**src/rtl/card_fifo_pkg.sv**
```systemverilog
package card_fifo_pkg;
    typedef enum logic [1:0] {
        XF_IDLE  = 2'd0,
        XF_MOVE  = 2'd1,
        XF_DRAIN = 2'd2
    } xf_state_e;
endpackage

```
**src/rtl/cfp_ring.sv**
```systemverilog
module cfp_ring #(
    parameter int DEPTH = 16,
    parameter int WIDTH = 32,
    localparam int AW = $clog2(DEPTH),
    localparam int CW = AW + 1
) (
    input  logic             clk,
    input  logic             rst_n,
    input  logic             flush,
    input  logic             push,
    input  logic [WIDTH-1:0] wdata,
    input  logic             pop,
    output logic [WIDTH-1:0] head_data,
    output logic [CW-1:0]    count
);
    logic [WIDTH-1:0] mem [DEPTH];
    logic [AW-1:0]    wr_ptr, rd_ptr;
    logic             push_ok, pop_ok;

    assign push_ok   = push && (count != CW'(DEPTH)) && !flush;
    assign pop_ok    = pop && (count != '0) && !flush;
    assign head_data = mem[rd_ptr];

    function automatic logic [AW-1:0] step_ptr(input logic [AW-1:0] p);
        return (p == AW'(DEPTH - 1)) ? '0 : p + 1'b1;
    endfunction

    always_ff @(posedge clk or negedge rst_n) begin
        if (!rst_n) begin
            wr_ptr <= '0;
            rd_ptr <= '0;
            count  <= '0;
        end else if (flush) begin
            wr_ptr <= '0;
            rd_ptr <= '0;
            count  <= '0;
        end else begin
            if (push_ok) wr_ptr <= step_ptr(wr_ptr);
            if (pop_ok)  rd_ptr <= step_ptr(rd_ptr);
            unique case ({push_ok, pop_ok})
                2'b10:   count <= count + 1'b1;
                2'b01:   count <= count - 1'b1;
                default: count <= count;
            endcase
        end
    end

    always_ff @(posedge clk) begin
        if (push_ok) mem[wr_ptr] <= wdata;
    end
endmodule

```
**src/rtl/cfp_lane.sv**
```systemverilog
module cfp_lane #(
    parameter int WIDTH = 32,
    localparam int BPW = WIDTH / 8,
    localparam int IW  = $clog2(BPW)
) (
    input  logic             clk,
    input  logic             rst_n,
    input  logic             clear,
    input  logic             step,
    input  logic             last,
    input  logic [7:0]       in_byte,
    output logic [IW-1:0]    idx,
    output logic [WIDTH-1:0] packed_word,
    output logic             word_done
);
    logic [WIDTH-1:0] acc;

    always_comb begin
        packed_word = acc;
        packed_word[{idx, 3'b000} +: 8] = in_byte;
    end

    assign word_done = step && ((idx == IW'(BPW - 1)) || last);

    always_ff @(posedge clk or negedge rst_n) begin
        if (!rst_n) begin
            acc <= '0;
            idx <= '0;
        end else if (clear || word_done) begin
            acc <= '0;
            idx <= '0;
        end else if (step) begin
            acc <= packed_word;
            idx <= idx + 1'b1;
        end
    end
endmodule

```
**src/rtl/cfp_flags.sv**
```systemverilog
module cfp_flags #(
    parameter int DEPTH = 16,
    localparam int CW = $clog2(DEPTH) + 1
) (
    input  logic          active,
    input  logic          dir_rx,
    input  logic [CW-1:0] count,
    output logic          rx_active,
    output logic          rx_empty,
    output logic          rx_avail,
    output logic          rx_half_full,
    output logic          rx_full,
    output logic          tx_active,
    output logic          tx_empty,
    output logic          tx_avail,
    output logic          tx_half_empty,
    output logic          tx_full
);
    logic rx_on, tx_on, is_empty, is_full;

    assign rx_on    = active && dir_rx;
    assign tx_on    = active && !dir_rx;
    assign is_empty = (count == '0);
    assign is_full  = (count == CW'(DEPTH));

    assign rx_active     = rx_on;
    assign rx_empty      = rx_on && is_empty;
    assign rx_avail      = rx_on && !is_empty;
    assign rx_half_full  = rx_on && (count >= CW'(DEPTH / 2));
    assign rx_full       = rx_on && is_full;
    assign tx_active     = tx_on;
    assign tx_empty      = tx_on && is_empty;
    assign tx_avail      = tx_on && !is_empty;
    assign tx_half_empty = tx_on && (count <= CW'(DEPTH / 2));
    assign tx_full       = tx_on && is_full;
endmodule

```
**src/rtl/card_fifo_packer.sv**
```systemverilog
module card_fifo_packer
    import card_fifo_pkg::*;
#(
    parameter int DEPTH = 16,
    parameter int WIDTH = 32,
    parameter int LEN_W = 16,
    localparam int BPW = WIDTH / 8,
    localparam int IW  = $clog2(BPW),
    localparam int CW  = $clog2(DEPTH) + 1
) (
    input  logic             clk,
    input  logic             rst_n,
    input  logic             xfer_start,
    input  logic [LEN_W-1:0] xfer_len,
    input  logic             xfer_dir_rx,
    input  logic             host_wr,
    input  logic [WIDTH-1:0] host_wdata,
    input  logic             host_rd,
    output logic [WIDTH-1:0] host_rdata,
    input  logic             card_rx_valid,
    input  logic [7:0]       card_rx_byte,
    output logic             card_rx_ready,
    output logic             card_tx_valid,
    output logic [7:0]       card_tx_byte,
    input  logic             card_tx_ready,
    output logic             xfer_en,
    output logic             data_end,
    output logic             block_end,
    output logic             rx_active,
    output logic             rx_empty,
    output logic             rx_avail,
    output logic             rx_half_full,
    output logic             rx_full,
    output logic             tx_active,
    output logic             tx_empty,
    output logic             tx_avail,
    output logic             tx_half_empty,
    output logic             tx_full
);
    xf_state_e        state_q, state_d;
    logic [LEN_W-1:0] byte_cnt_q, byte_cnt_d;
    logic [LEN_W-1:0] host_cnt_q, host_cnt_d;
    logic             done_q, done_d;
    logic             dir_q;
    logic [LEN_W:0]   len_round;
    logic [CW-1:0]    fifo_cnt;
    logic [WIDTH-1:0] head_data, packed_word;
    logic [IW-1:0]    lane_idx;
    logic             word_done, card_move, host_ok, ring_push, ring_pop;
    logic [WIDTH-1:0] ring_wdata;

    assign len_round = {1'b0, xfer_len} + (LEN_W + 1)'(BPW - 1);

    // Datapath strobes
    assign card_move = !xfer_start && (dir_q ? (card_rx_valid && card_rx_ready)
                                             : (card_tx_valid && card_tx_ready));
    assign host_ok   = !xfer_start && (host_cnt_q != '0) && (dir_q ? host_rd : host_wr);
    assign ring_push  = dir_q ? (card_move && word_done) : host_ok;
    assign ring_pop   = dir_q ? host_ok : (card_move && word_done);
    assign ring_wdata = dir_q ? packed_word : host_wdata;

    cfp_ring #(.DEPTH(DEPTH), .WIDTH(WIDTH)) u_ring (
        .clk(clk), .rst_n(rst_n), .flush(xfer_start),
        .push(ring_push), .wdata(ring_wdata), .pop(ring_pop),
        .head_data(head_data), .count(fifo_cnt)
    );

    cfp_lane #(.WIDTH(WIDTH)) u_lane (
        .clk(clk), .rst_n(rst_n), .clear(xfer_start),
        .step(card_move), .last(byte_cnt_q == LEN_W'(1)),
        .in_byte(dir_q ? card_rx_byte : 8'h00),
        .idx(lane_idx), .packed_word(packed_word), .word_done(word_done)
    );

    cfp_flags #(.DEPTH(DEPTH)) u_flags (
        .active(xfer_en), .dir_rx(dir_q), .count(fifo_cnt),
        .rx_active(rx_active), .rx_empty(rx_empty), .rx_avail(rx_avail),
        .rx_half_full(rx_half_full), .rx_full(rx_full),
        .tx_active(tx_active), .tx_empty(tx_empty), .tx_avail(tx_avail),
        .tx_half_empty(tx_half_empty), .tx_full(tx_full)
    );

    // Countdowns and next state
    always_comb begin
        if (xfer_start) begin
            byte_cnt_d = xfer_len;
            host_cnt_d = LEN_W'(len_round >> IW);
            done_d     = (xfer_len == '0);
        end else begin
            byte_cnt_d = byte_cnt_q - LEN_W'(card_move);
            host_cnt_d = host_cnt_q - LEN_W'(host_ok);
            done_d     = done_q || (card_move && (byte_cnt_q == LEN_W'(1)));
        end
        state_d = state_q;
        unique case (state_q)
            XF_IDLE: begin
                if (xfer_start && (xfer_len != '0)) state_d = XF_MOVE;
            end
            XF_MOVE, XF_DRAIN: begin
                if (xfer_start)
                    state_d = (xfer_len != '0) ? XF_MOVE : XF_IDLE;
                else if ((byte_cnt_d == '0) && (host_cnt_d == '0))
                    state_d = XF_IDLE;
                else if (byte_cnt_d == '0)
                    state_d = XF_DRAIN;
            end
            default: state_d = XF_IDLE;
        endcase
    end

    // State register
    always_ff @(posedge clk or negedge rst_n) begin
        if (!rst_n) begin
            state_q    <= XF_IDLE;
            byte_cnt_q <= '0;
            host_cnt_q <= '0;
            done_q     <= 1'b0;
            dir_q      <= 1'b0;
        end else begin
            state_q    <= state_d;
            byte_cnt_q <= byte_cnt_d;
            host_cnt_q <= host_cnt_d;
            done_q     <= done_d;
            if (xfer_start) dir_q <= xfer_dir_rx;
        end
    end

    // Outputs
    always_comb begin
        xfer_en       = (state_q != XF_IDLE);
        card_rx_ready = (state_q == XF_MOVE) && dir_q && (fifo_cnt != CW'(DEPTH));
        card_tx_valid = (state_q == XF_MOVE) && !dir_q && (fifo_cnt != '0);
        card_tx_byte  = head_data[{lane_idx, 3'b000} +: 8];
        host_rdata    = (dir_q && (host_cnt_q != '0) && (fifo_cnt != '0)) ? head_data : '0;
        data_end      = done_q;
        block_end     = done_q;
    end
endmodule

```
**config.mk**
```make
export PLATFORM = sky130hd
export DESIGN_NAME = card_fifo_packer
export DESIGN_NICKNAME = d
export VERILOG_FILES = /design/src/rtl/card_fifo_pkg.sv /design/src/rtl/cfp_ring.sv /design/src/rtl/cfp_lane.sv /design/src/rtl/cfp_flags.sv /design/src/rtl/card_fifo_packer.sv
export SDC_FILE = /design/constraint.sdc
export NUM_CORES = 1
export LEC_CHECK = 0
export BUFFER_PORTS_ARGS = -buffer_cell sky130_fd_sc_hd__buf_2
export CAP_MARGIN = 25
export CORE_MARGIN = 1
export CORE_UTILIZATION = 49
export CTS_CLUSTER_DIAMETER = 100
export DETAILED_ROUTE_END_ITERATION = 7
export PLACE_DENSITY = 0.66
export REMOVE_ABC_BUFFERS = 1
export SKIP_CTS_REPAIR_TIMING = 1
export SLEW_MARGIN = 25
export SYNTH_ARGS = -nofsm -noshare
export SYNTH_HDL_FRONTEND = slang
export SYNTH_SLANG_ARGS = --single-unit
```
**constraint.sdc**
```tcl
create_clock -name clk -period 6.3 [get_ports clk]
set_input_delay 0.945 -clock clk [delete_from_list [all_inputs] [get_ports clk]]
set_output_delay 0.945 -clock clk [all_outputs]
set_load 0.005 [all_outputs]
```
# --- Yosys cells after proc, flatten, opt, wreduce, memory -nomap -nowiden ---
# Memories as Yosys holds them, arrays and structs flattened.
# Cells that the tools add are included.
classes:
  eq_ne: 12
  n_reduce_logical: 51
  magnitude_cmp: 2
  muxes: 31
  n_addsub: 9
  shift: 3
ops:
  columns: ["op", "count"]
  rows:
  - ["2-to-1 mux 32 bit", 4]
  - ["zero test 16 bit", 3]
  - ["bitwise mux 32 bit", 1]
  - ["2-to-1 mux 16 bit", 2]
  - ["nonzero test 16 bit", 2]
  - ["variable shift 8 x 7 -> 32 bit, first input constant", 1]
  - ["indexed part select 32 x 6 -> 8 bit", 1]
  - ["indexed part select 8 x 7 -> 32 bit", 1]
  - ["subtractor 16 x 1 -> 16 bit", 2]
  - ["logical AND 1 bit", 30]
  - ["2-to-1 mux 4 bit", 6]
  - ["adder 16 x 2 -> 17 bit, second input constant", 1]
  - ["equality test 16 x 1 -> 1 bit, second input constant", 1]
  - ["2-to-1 mux 2 bit", 6]
  - ["case mux 5 bit (2 select lines)", 1]
  - ["adder 4 x 1 -> 4 bit, second input constant", 2]
  - ["equality test 4 bit, second input constant", 2]
  - ["2-to-1 mux 1 bit", 8]
  - ["2-to-1 mux 8 bit", 1]
  - ["nonzero test 2 bit", 4]
  - ["negation 5 -> 7 bit", 1]
  - ["equality test 2 bit, second input constant", 3]
  - ["adder 5 x 1 -> 5 bit, second input constant", 1]
  - ["equality test 5 bit, second input constant", 1]
  - ["18 further kinds", 23]
totals:
  regBits: 83
  wordCells: 119
  ram_bits: 512
  n_memories: 1
  output_inout_bits: 55
memory_table:
  columns: ["name", "depth", "width", "rd", "rd_clocked_by_memory_dff", "wr", "line", "text"]
  rows:
  - ["u_ring.mem", 16, 32, 1, 0, 1, "cfp_ring.sv:16", "logic [WIDTH-1:0] mem [DEPTH];"]

# --- Longest topological paths before layout ---
# Gate-level depths: netlist (run 1).
logic_depth:
  word_depth: 14
  depth_mapped: 16
  depth_no_buf: 15

# --- Cells and area by module ---
# From an unflattened synthesis (run 1), not the netlist that was laid out.
unflattened:
  hier_cells: 1641
  hier_area_um2: 25881.1
by_module_without_submodules:
  columns: ["module", "instances", "cells_each", "seq_area_each_um2", "area_per_inst_um2"]
  rows:
  - ["cfp_ring", 1, 1073, 15700.1, 20518.4]
  - ["card_fifo_packer", 1, 388, 900.9, 3490.8]
  - ["cfp_lane", 1, 163, 850.8, 1770.4]
  - ["cfp_flags", 1, 17, 0.0, 101.3]

# --- Least setup slack after synthesis (run 1) ---
# No wires, ideal clock.
synth_path:
  path_type: "input to register"
  startpoint: "input xfer_start"
  endpoint: "register state_q[0]"
  t_arrival_ps: 4213
  setup_slack_ps: 1963
  cell_stages: 14
  n_path_buf: 2
  required_ps: 6176
  setup_time_ps: 124
  cell_sequence: "inv_1 clkbuf_1 buf_2 o21ai_0 inv_1 ha_1 ha_1 or3b_1 o31a_1 o31a_1 or4_4 nor4_4 a2111oi_2 a211o_1"
synth_between:
  word_cells_on_any_way: 18
  cone_classes: "add/sub: 2; eq/ne: 2; mux: 5; reduce/logical: 9"
synth_lines:
  columns: ["item", "line", "text"]
  rows:
  - ["start, declared", "card_fifo_packer.sv:13", "input logic xfer_start,"]
  - ["zero test 1 bit", "card_fifo_packer.sv:55", "assign card_move = !xfer_start && (dir_q ? (card_rx_valid && card_rx_ready)"]
  - ["logical AND 1 bit", "card_fifo_packer.sv:55", null]
  - ["subtractor 16 x 1 -> 16 bit", "card_fifo_packer.sv:90", "byte_cnt_d = byte_cnt_q - LEN_W'(card_move);"]
  - ["2-to-1 mux 16 bit *", "card_fifo_packer.sv:85", "if (xfer_start) begin"]
  - ["named net byte_cnt_d[6]", "card_fifo_packer.sv:41", "logic [LEN_W-1:0] byte_cnt_q, byte_cnt_d;"]
  - ["zero test 16 bit *", "card_fifo_packer.sv:102, card_fifo_packer.sv:104", null]
  - ["logical AND 1 bit", "card_fifo_packer.sv:102", "else if ((byte_cnt_d == '0) && (host_cnt_d == '0))"]
  - ["2-to-1 mux 2 bit", "card_fifo_packer.sv:102", null]
  - ["2-to-1 mux 2 bit", "card_fifo_packer.sv:100", "if (xfer_start)"]
  - ["case mux 2 bit (2 select lines)", "card_fifo_packer.sv:95", "unique case (state_q)"]
  - ["end signal, assigned", "card_fifo_packer.sv:120", "state_q <= state_d;"]
  - ["end, declared", "card_fifo_packer.sv:40", "xf_state_e state_q, state_d;"]
# The timed path passes the listed nets; every way through them passes the cells marked *.
# A chain may end at the register's enable or synchronous reset.

# --- Worst setup path in the final report (run 1) ---
layout_path:
  startpoint: "register u_ring.rd_ptr[2]"
  endpoint: "output card_tx_byte[7]"
layout_between:
  elab_chain_cells: 2
layout_rtl:
  columns: ["item", "line", "text"]
  rows:
  - ["start, declared", "cfp_ring.sv:17", "logic [AW-1:0] wr_ptr, rd_ptr;"]
  - ["start signal, assigned", "cfp_ring.sv:39", "if (pop_ok) rd_ptr <= step_ptr(rd_ptr);"]
  - ["memory read (16 x 32 bit)", null, null]
  - ["indexed part select 32 x 6 -> 8 bit", "card_fifo_packer.sv:133", "card_tx_byte = head_data[{lane_idx, 3'b000} +: 8];"]
  - ["end, declared", "card_fifo_packer.sv:24", "output logic [7:0] card_tx_byte,"]
# No other way between the ends.

==> results of run 1 <==
## worst register-to-register path, cell delays in order (launching register included)
cell and delay, ns:
dfrtp_1 0.46, nor4_2 0.55, a21oi_1 0.16, o21ai_0 0.76, inv_1 0.32, ha_1 0.34, ha_1 0.23, or3b_1 0.29
xor2_1 0.17, o21ai_0 0.12, or4_1 0.57, nor4_4 0.31, a2111oi_2 0.13, a211o_1 0.25
## cell type report
type / count / area (µm²)
Fill cell: 4034 / 22500
Sequential cell: 595 / 17500
Multi-Input combinational cell: 919 / 7610
Clock inverter: 37 / 325
Clock buffer: 68 / 1530
Inverter: 27 / 101
Antenna cell: 2 / 5.00
Tap cell: 680 / 851
Timing Repair Buffer: 150 / 887
## through the flow
stage               hold slack [ns]  instance area, µm²
global route                  0.438               28800
global placement              0.469               26900
CTS                           0.404               28800
detailed placement            0.472               26900
floorplan                     0.454               25100
finish                        0.358               28800
## Yosys cell counts (16+ instances only)
master / count / area (µm²)
a21oi_1: 48 / 240
a221oi_1: 64 / 561
a22oi_1: 34 / 255
a32o_1: 26 / 260
and2_1: 57 / 357
buf_2: 22 / 110
clkbuf_1: 53 / 199
dfrtp_1: 83 / 2080
edfxtp_1: 512 / 15400
ha_1: 21 / 263
inv_1: 24 / 90.1
mux2_2: 17 / 191
mux2i_1: 123 / 1230
mux4_2: 72 / 1620
nand2_1: 100 / 375
nor2_1: 93 / 349
o21ai_0: 73 / 365
xor2_1: 16 / 140
## flip-flops by register name (all words and copies together) (netlist names)
| name | count |
|---|---|
| block_end | 1 |
| byte_cnt_q | 16 |
| dir_q | 1 |
| host_cnt_q | 16 |
| state_q | 2 |
| u_lane.acc | 32 |
| u_lane.idx | 2 |
| u_ring.count | 5 |
| u_ring.mem | 512 |
| u_ring.rd_ptr | 4 |
| u_ring.wr_ptr | 4 |
## layer usage
metal	routed length, µm	vias to the layer above	share of wire (%)
met5	14	-	0.021
li1	-	6709	-
met4	2410	2	3.7
met2	31200	621	47
met1	27500	7803	42
met3	4680	146	7.1
## power groups by stage
stage	Sequential (W)	Clock, W	Combinational, W
final	0.00448	0.00341	0.000746
after global routing	0.00449	0.00359	0.000809
after CTS	0.00448	0.00344	0.000741
after detailed placement	0.00456	0	0.000739
after global placement	0.00456	0	0.000717
after floorplan	0.00457	0	0.000445
## worst min path at each step
stage                                end
final                         state_q[0]
after global routing          state_q[0]
after CTS                     state_q[0]
after detailed placement  u_lane.acc[29]
after global placement    u_lane.acc[30]
after floorplan           u_lane.acc[30]
## logic make-up (layout without fill, tap and decap cells)
family                     after synthesis  after routing  synth area share, %
muxes                                  212            212                 11.9
and+or+nand+nor                        363            363                 7.34
other                                    0              2                    0
buffers and inverters                  118            282                 1.88
DFF                                    595            595                 68.5
xor gates and xnor gates                28             28                0.962
adders and majority gates               22             22                 1.11
AOI/OAI and AO/OA                      294            294                 8.29
==> metrics.yaml, run 1 <==
outcome:
  status: "finished clean"
clocking:
  cts.path.max_buffers: 3
  cts_root_buf: "clkbuf_16"
  h-tree-depth: 2
  clkLatencyLatePin_ns: 0.63
  clk_pin_slew_ns: 0.06
  clkSinkCount: 595
  tritoncts: "built"
  cts_buffers: 59
critical_path:
  r2r-end: "state_q[0]"
  end_kind: "output pin"
  slowest_stage: "dfrtp_2"
  cp_max_fo: 48
  reg2reg_depth: 13
  cp.arrival_ns: 4.21
  crit_cells: 7
  path_cells: "nor2b_4, buf_4, a221oi_1, o21ai_0, nand2_1, mux4_2, buf_2"
  critPathBufInv: 2
  r2r_setup_slack_ns: 1.52
  crit_type: "flip-flop to output pin"
  crit_path_start_kind: "flip-flop"
  crit_start: "u_ring.rd_ptr[2]"
  crit-reg2reg-launch: "u_ring.count[1]"
  required_ns: 5.35
  cp-endpoint: "card_tx_byte[7]"
  critPathMaxStageDelay_ns: 0.84
  crit_family: "simple AND/OR/NAND/NOR gates"
pwr:
  power.internal_w: 0.00658
  p_per_area_mw_per_mm2: 300
  clkPwrFrac_pct: 39.5
  total_power_w: 0.00863
  p_switching_w: 0.00205
  cellLeakagePower_nw: 9.70
  vdd_drop_max_mv: 0.225
  switching_share_pct: 23.7
  p_seq_share_pct: 51.9
  pwr-share-comb_pct: 8.6
drt:
  wl_per_cell_um: 26.6
  drc: 0
  first_pass_iters: 6
  routed_wl_mm: 65.8
  avgViaCountPerCell: 6.17
  ant_nets: 0
  vias: 15281
  first_iter_violations: 1587
yosys:
  synth-seq-cells: 595
  synth-async-reset-ratio_pct: 13.9
  netlist_instances: 1632
  ys_seq_area_share_pct: 68.5
  ys_warn_count: 0
  ys.flop_type: "edfxtp_1"
  synth_cell_types: 71
  avgSynthCellArea_um2: 15.6
  synth-edff-count: 512
  synth_area_mm2: 0.0255
global_route:
  met1_usage_pct: 34.8
  track_usage_pct: 25.0
  grt-ovfl-total: 0
  grt_pass1_wl_mm: 97.0
  first_global_vias: 15181
  grt_max_degree: 84
  busiest_layer: "met2"
  antenna_found_initial: 4
  met2_usage_pct: 39.2
  grtUsageMet3_pct: 4.54
place:
  dp.cells: 2371
  pre_cts_ws_ns: 1.47
  hpwl_mm: 38.1
  portBuffers: 118
  gp_congestion: 0.871
final_layout:
  final_common_cell: "edfxtp_1"
  area_growth_pct: 12.9
  drive_gt1_share_pct: 21.0
  stdcell_count: 2478
  post-route-util_pct: 56.1
  layout_common_cells: "edfxtp_1 (512), mux2i_1 (123), buf_2 (117), nand2_1 (100), nor2_1 (91)"
  final_nets: 1838
floorplanning:
  initial_core_util_pct: 49.7
  core-area_mm2: 0.0513
  die_area_mm2: 0.0529
  die_x_um: 230
  fp-row-count: 83
  ios: 119
  die-height_um: 230
job:
  drv_cap: 0
hold_path:
  hp-class: "input pin to async pin"
sta:
  fmax_mhz: 194
  report.final.slew_viol_count: 0
  fin_crit_sh_pct: 81.8
  slew_headroom_pct: 24.5
  post-route-min-period_ns: 5.15
  final_hold_viol_count: 0
  rsz0062_at_grt: "false"
  setup_violations: 0
  tightest_slew_ns: 1.12
  final.setup.tns_ns: 0
  setup_ws_ns: 1.15
  finClkSkew_ns: 0.0164
No activity file was read; power rests on OpenSTA's default activity.
==> run 2: changes to the inputs <==
- ABC_AREA: default -> 1
- clock period: 6.3 -> 4.8 ns (I/O delays scaled with it)
==> metrics.yaml, run 2 <==
outcome:
  status: "finished clean"  # unchanged
yosys:
  synth-async-reset-ratio_pct: 13.9  # unchanged
  synth-compound-area-share_pct: 11.2  # was 8.29%
  synth_cell_types: 43  # was 71
  ys_seq_area_share_pct: 66.8  # was 68.5%
  synth-simple-area-share_pct: 15.7  # was 7.34%
  ys.flop_type: "edfxtp_1"  # unchanged
  synth.area.mux_share_pct: 0  # was 11.9%
  yosysMostFrequentCell: "edfxtp_1"  # unchanged
  synth-edff-count: 512  # unchanged
  synth_adder_area_share_pct: 1.08  # was 1.11%
  synthTopCellsByArea: "edfxtp_1 (59%), dfrtp_1 (8.0%), nand2_1 (6.8%)"  # was edfxtp_1 (60%), dfrtp_1 (8.1%), mux4_2 (6.4%)
  synth_commonest_cells: "edfxtp_1 (512), nand2_1 (472), nor2_1 (254)"  # was edfxtp_1 (512), mux2i_1 (123), nand2_1 (100)
  synth_top_family_by_area: "simple AND/OR/NAND/NOR gates"  # was multiplexers
  netlist_instances: 2423  # was 1632
  avgSynthCellArea_um2: 10.8  # was 15.6 µm²
  synth_top_area_share_pct: 58.9  # was 60.3%
  synth_xor_area_share_pct: 0.201  # was 0.962%
  ys_warn_count: 0  # unchanged
  synth_area_mm2: 0.0261  # was 0.0255 mm²
  yosys.area.top_type: "edfxtp_1"  # unchanged
  synth-seq-cells: 595  # unchanged
critical_path:
  slowest_stage: "dfrtp_4"  # was dfrtp_2
  crit_family: "buffers and inverters"  # was simple AND/OR/NAND/NOR gates
  critPathMaxStageDelay_ns: 0.70  # was 0.84 ns
  cp-endpoint: "card_tx_byte[7]"  # unchanged
  cp.arrival_ns: 3.61  # was 4.21 ns
  crit_type: "flip-flop to output pin"  # unchanged
  crit_cells: 9  # was 7
  path_cells: "inv_6, buf_4, nor2_1, o221ai_1, nand4_1, nand3_1, o211ai_1, nand2_1, buf_2"  # was nor2b_4, buf_4, a221oi_1, o21ai_0, nand2_1, mux4_2, buf_2
  crit_start: "u_ring.rd_ptr[0]"  # was u_ring.rd_ptr[2]
  required_ns: 4.08  # was 5.35 ns
  cp_max_fo: 73  # was 48
  critPathBufInv: 3  # was 2
  reg2reg_depth: 10  # was 13
  end_kind: "output pin"  # unchanged
  crit_path_start_kind: "flip-flop"  # unchanged
  r2r-end: "u_ring.mem[0][12]"  # was state_q[0]
  crit-reg2reg-launch: "u_lane.idx[1]"  # was u_ring.count[1]
  r2r_setup_slack_ns: 1.48  # was 1.52 ns
final_layout:
  layout_common_cells: "edfxtp_1 (512), nand2_1 (471), nor2_1 (240), o21ai_0 (216), inv_1 (175)"  # was edfxtp_1 (512), mux2i_1 (123), buf_2 (117), nand2_1 (100), nor2_1 (91)
  stdcell_count: 3294  # was 2478
  post-route-util_pct: 56.5  # was 56.1%
  top_regs: "u_ring.mem (512), u_lane.acc (32)"  # unchanged
  top_register: "u_ring.mem"  # unchanged
  drive_gt1_share_pct: 13.3  # was 21.0%
  final_nets: 2640  # was 1838
  fillCellCount: 4386  # was 4034
  final_common_cell: "edfxtp_1"  # unchanged
  largest_register_ffs: 512  # unchanged
  area_growth_pct: 14.0  # was 12.9%
sta:
  final_hold_viol_count: 0  # unchanged
  tightest_slew_ns: 0.995  # was 1.12 ns
  report.final.slew_viol_count: 0  # unchanged
  slew_headroom_pct: 33.3  # was 24.5%
  rsz0062_at_grt: "false"  # unchanged
  fmax_mhz: 231
  fin_crit_sh_pct: 90.2
  finClkSkew_ns: 0.0190  # was 0.0164 ns
  post-route-min-period_ns: 4.33
  setup_violations: 0  # unchanged
floorplanning:
  core-area_mm2: 0.0527  # was 0.0513 mm²
  fp-row-count: 84  # was 83
  ios: 119  # unchanged
  initial_core_util_pct: 49.6  # was 49.7%
  die_area_mm2: 0.0542  # was 0.0529 mm²
  die_x_um: 233  # was 230 µm
  die-height_um: 233  # was 230 µm
global_route:
  track_usage_pct: 28.9  # was 25.0%
  met2_usage_pct: 46.9  # was 39.2%
  grt-ovfl-total: 0  # unchanged
  antenna_found_initial: 4  # unchanged
  grt_max_degree: 74  # was 84
  grtUsageMet3_pct: 7.06  # was 4.54%
  first_global_vias: 18887  # was 15181
  grt_pass1_wl_mm: 115  # was 97.0 mm
  busiest_layer: "met2"  # unchanged
  met1_usage_pct: 37.6  # was 34.8%
pwr:
  p_per_area_mw_per_mm2: 422  # was 300 mW/mm²
  vdd_drop_max_mv: 0.276  # was 0.225 mV
  cellLeakagePower_nw: 11.2  # was 9.70 nW
drt:
  ant_nets: 0  # unchanged
  first_pass_iters: 6  # unchanged
  vias: 19524  # was 15281
  wl_per_cell_um: 23.7  # was 26.6 µm
  drc: 0  # unchanged
  avgViaCountPerCell: 5.93  # was 6.17
  first_iter_violations: 2187  # was 1587
  routed_wl_mm: 78.1  # was 65.8 mm
hold_path:
  hp-class: "input pin to async pin"  # unchanged
clocking:
  clk_pin_slew_ns: 0.06  # about the same
  clkLatencyLatePin_ns: 0.62  # was 0.63 ns
  clkSinkCount: 595  # unchanged
  cts_buffers: 60  # was 59
  cts.path.max_buffers: 3  # unchanged
  h-tree-depth: 2  # unchanged
  cts_root_buf: "clkbuf_16"  # unchanged
  tritoncts: "built"  # unchanged
place:
  portBuffers: 118  # unchanged
  gp_congestion: 0.878  # was 0.871
  dp.cells: 3180  # was 2371
  hpwl_mm: 48.6  # was 38.1 mm
job:
  drv_cap: 0  # unchanged
## run 2: cell types whose count changed in the layout (fill, tap and decap cells not counted), sizes merged, moves of 34 or more
| cell | change |
|---|---|
| mux2i | -123 |
| buf | +54 |
| o21ai | +145 |
| a21oi | +59 |
| nand2 | +383 |
| and2 | -57 |
| inv | +164 |
| nor2 | +167 |
| nand3 | +154 |
| o22ai | +90 |
| a22oi | -34 |
| mux4 | -72 |
| a221oi | -42 |
## run 2: routing by layer
metal	vias up	part of all wire (%)	routed length, µm
met1	9470	38	30000
met4	8	3.6	2810
met5	-	0.068	53
li1	8850	-	-
met3	158	11	8290
met2	1038	47	36900
## run 2: how the worst min path moves through the flow
| stage | start | endpoint | slack, ns | cells after the start |
|---|---|---|---|---|
| floorplan | rst_n | block_end | 0.42 | 0 |
| global placement | state_q[1] | state_q[1] | 0.50 | 2 |
| detailed placement | state_q[1] | state_q[1] | 0.53 | 2 |
| CTS | rst_n | host_cnt_q[10] | 0.02 | 1 |
| global route | rst_n | host_cnt_q[10] | 0.05 | 1 |
| finish | rst_n | host_cnt_q[10] | 0.05 | 1 |
## run 2: cells by family (layout without fill, tap and decap cells)
logic type                 after synthesis  in the layout
AOI/OAI and AO/OA                      506            506
xor gates and xnor gates                 6              6
adders and majority gates               22             22
buffers and inverters                  326            508
DFF                                    595            595
other                                    0              1
and+or+nand+nor                        968            968
## run 2: power breakdown
group	leakage, nW	internal, W	switching (W)
Sequential	5.74	0.00586	0.000118
Clock	0.947	0.00265	0.00196
Combinational	4.48	0.000549	0.00141
## run 2: final cells by class
class,count,area (µm²),area share (%)
sequential,595,17500,58.6
multi-input combinational,1502,7490,25.2
clock buffer,79,1590,5.35
timing repair buffer,204,1310,4.41
tap,688,861,2.89
inverter,191,724,2.43
clock inverter,34,325,1.09
antenna,1,2.50,0.00840
## run 2: through the flow
| step | instance area (µm²) | power (W) | setup WS [ns] | hold WS [ns] | TNS (ns) |
|---|---|---|---|---|---|
| 5_1_grt | 29800 | 0.0130 | 0.357 | 0.0539 | 0 |
| 3_3_place_gp | 27800 | 0.00797 | 1.27 | 0.498 | 0 |
| 3_5_place_dp | 27900 | 0.00801 | 1.14 | 0.535 | 0 |
| 6_report | 29800 | 0.0125 | 0.470 | 0.0469 | 0 |
| 2_1_floorplan | 25500 | 0.00717 | -4.33 | 0.424 | -171.59 |
| 4_1_cts | 29800 | 0.0126 | 0.520 | 0.0234 | 0 |
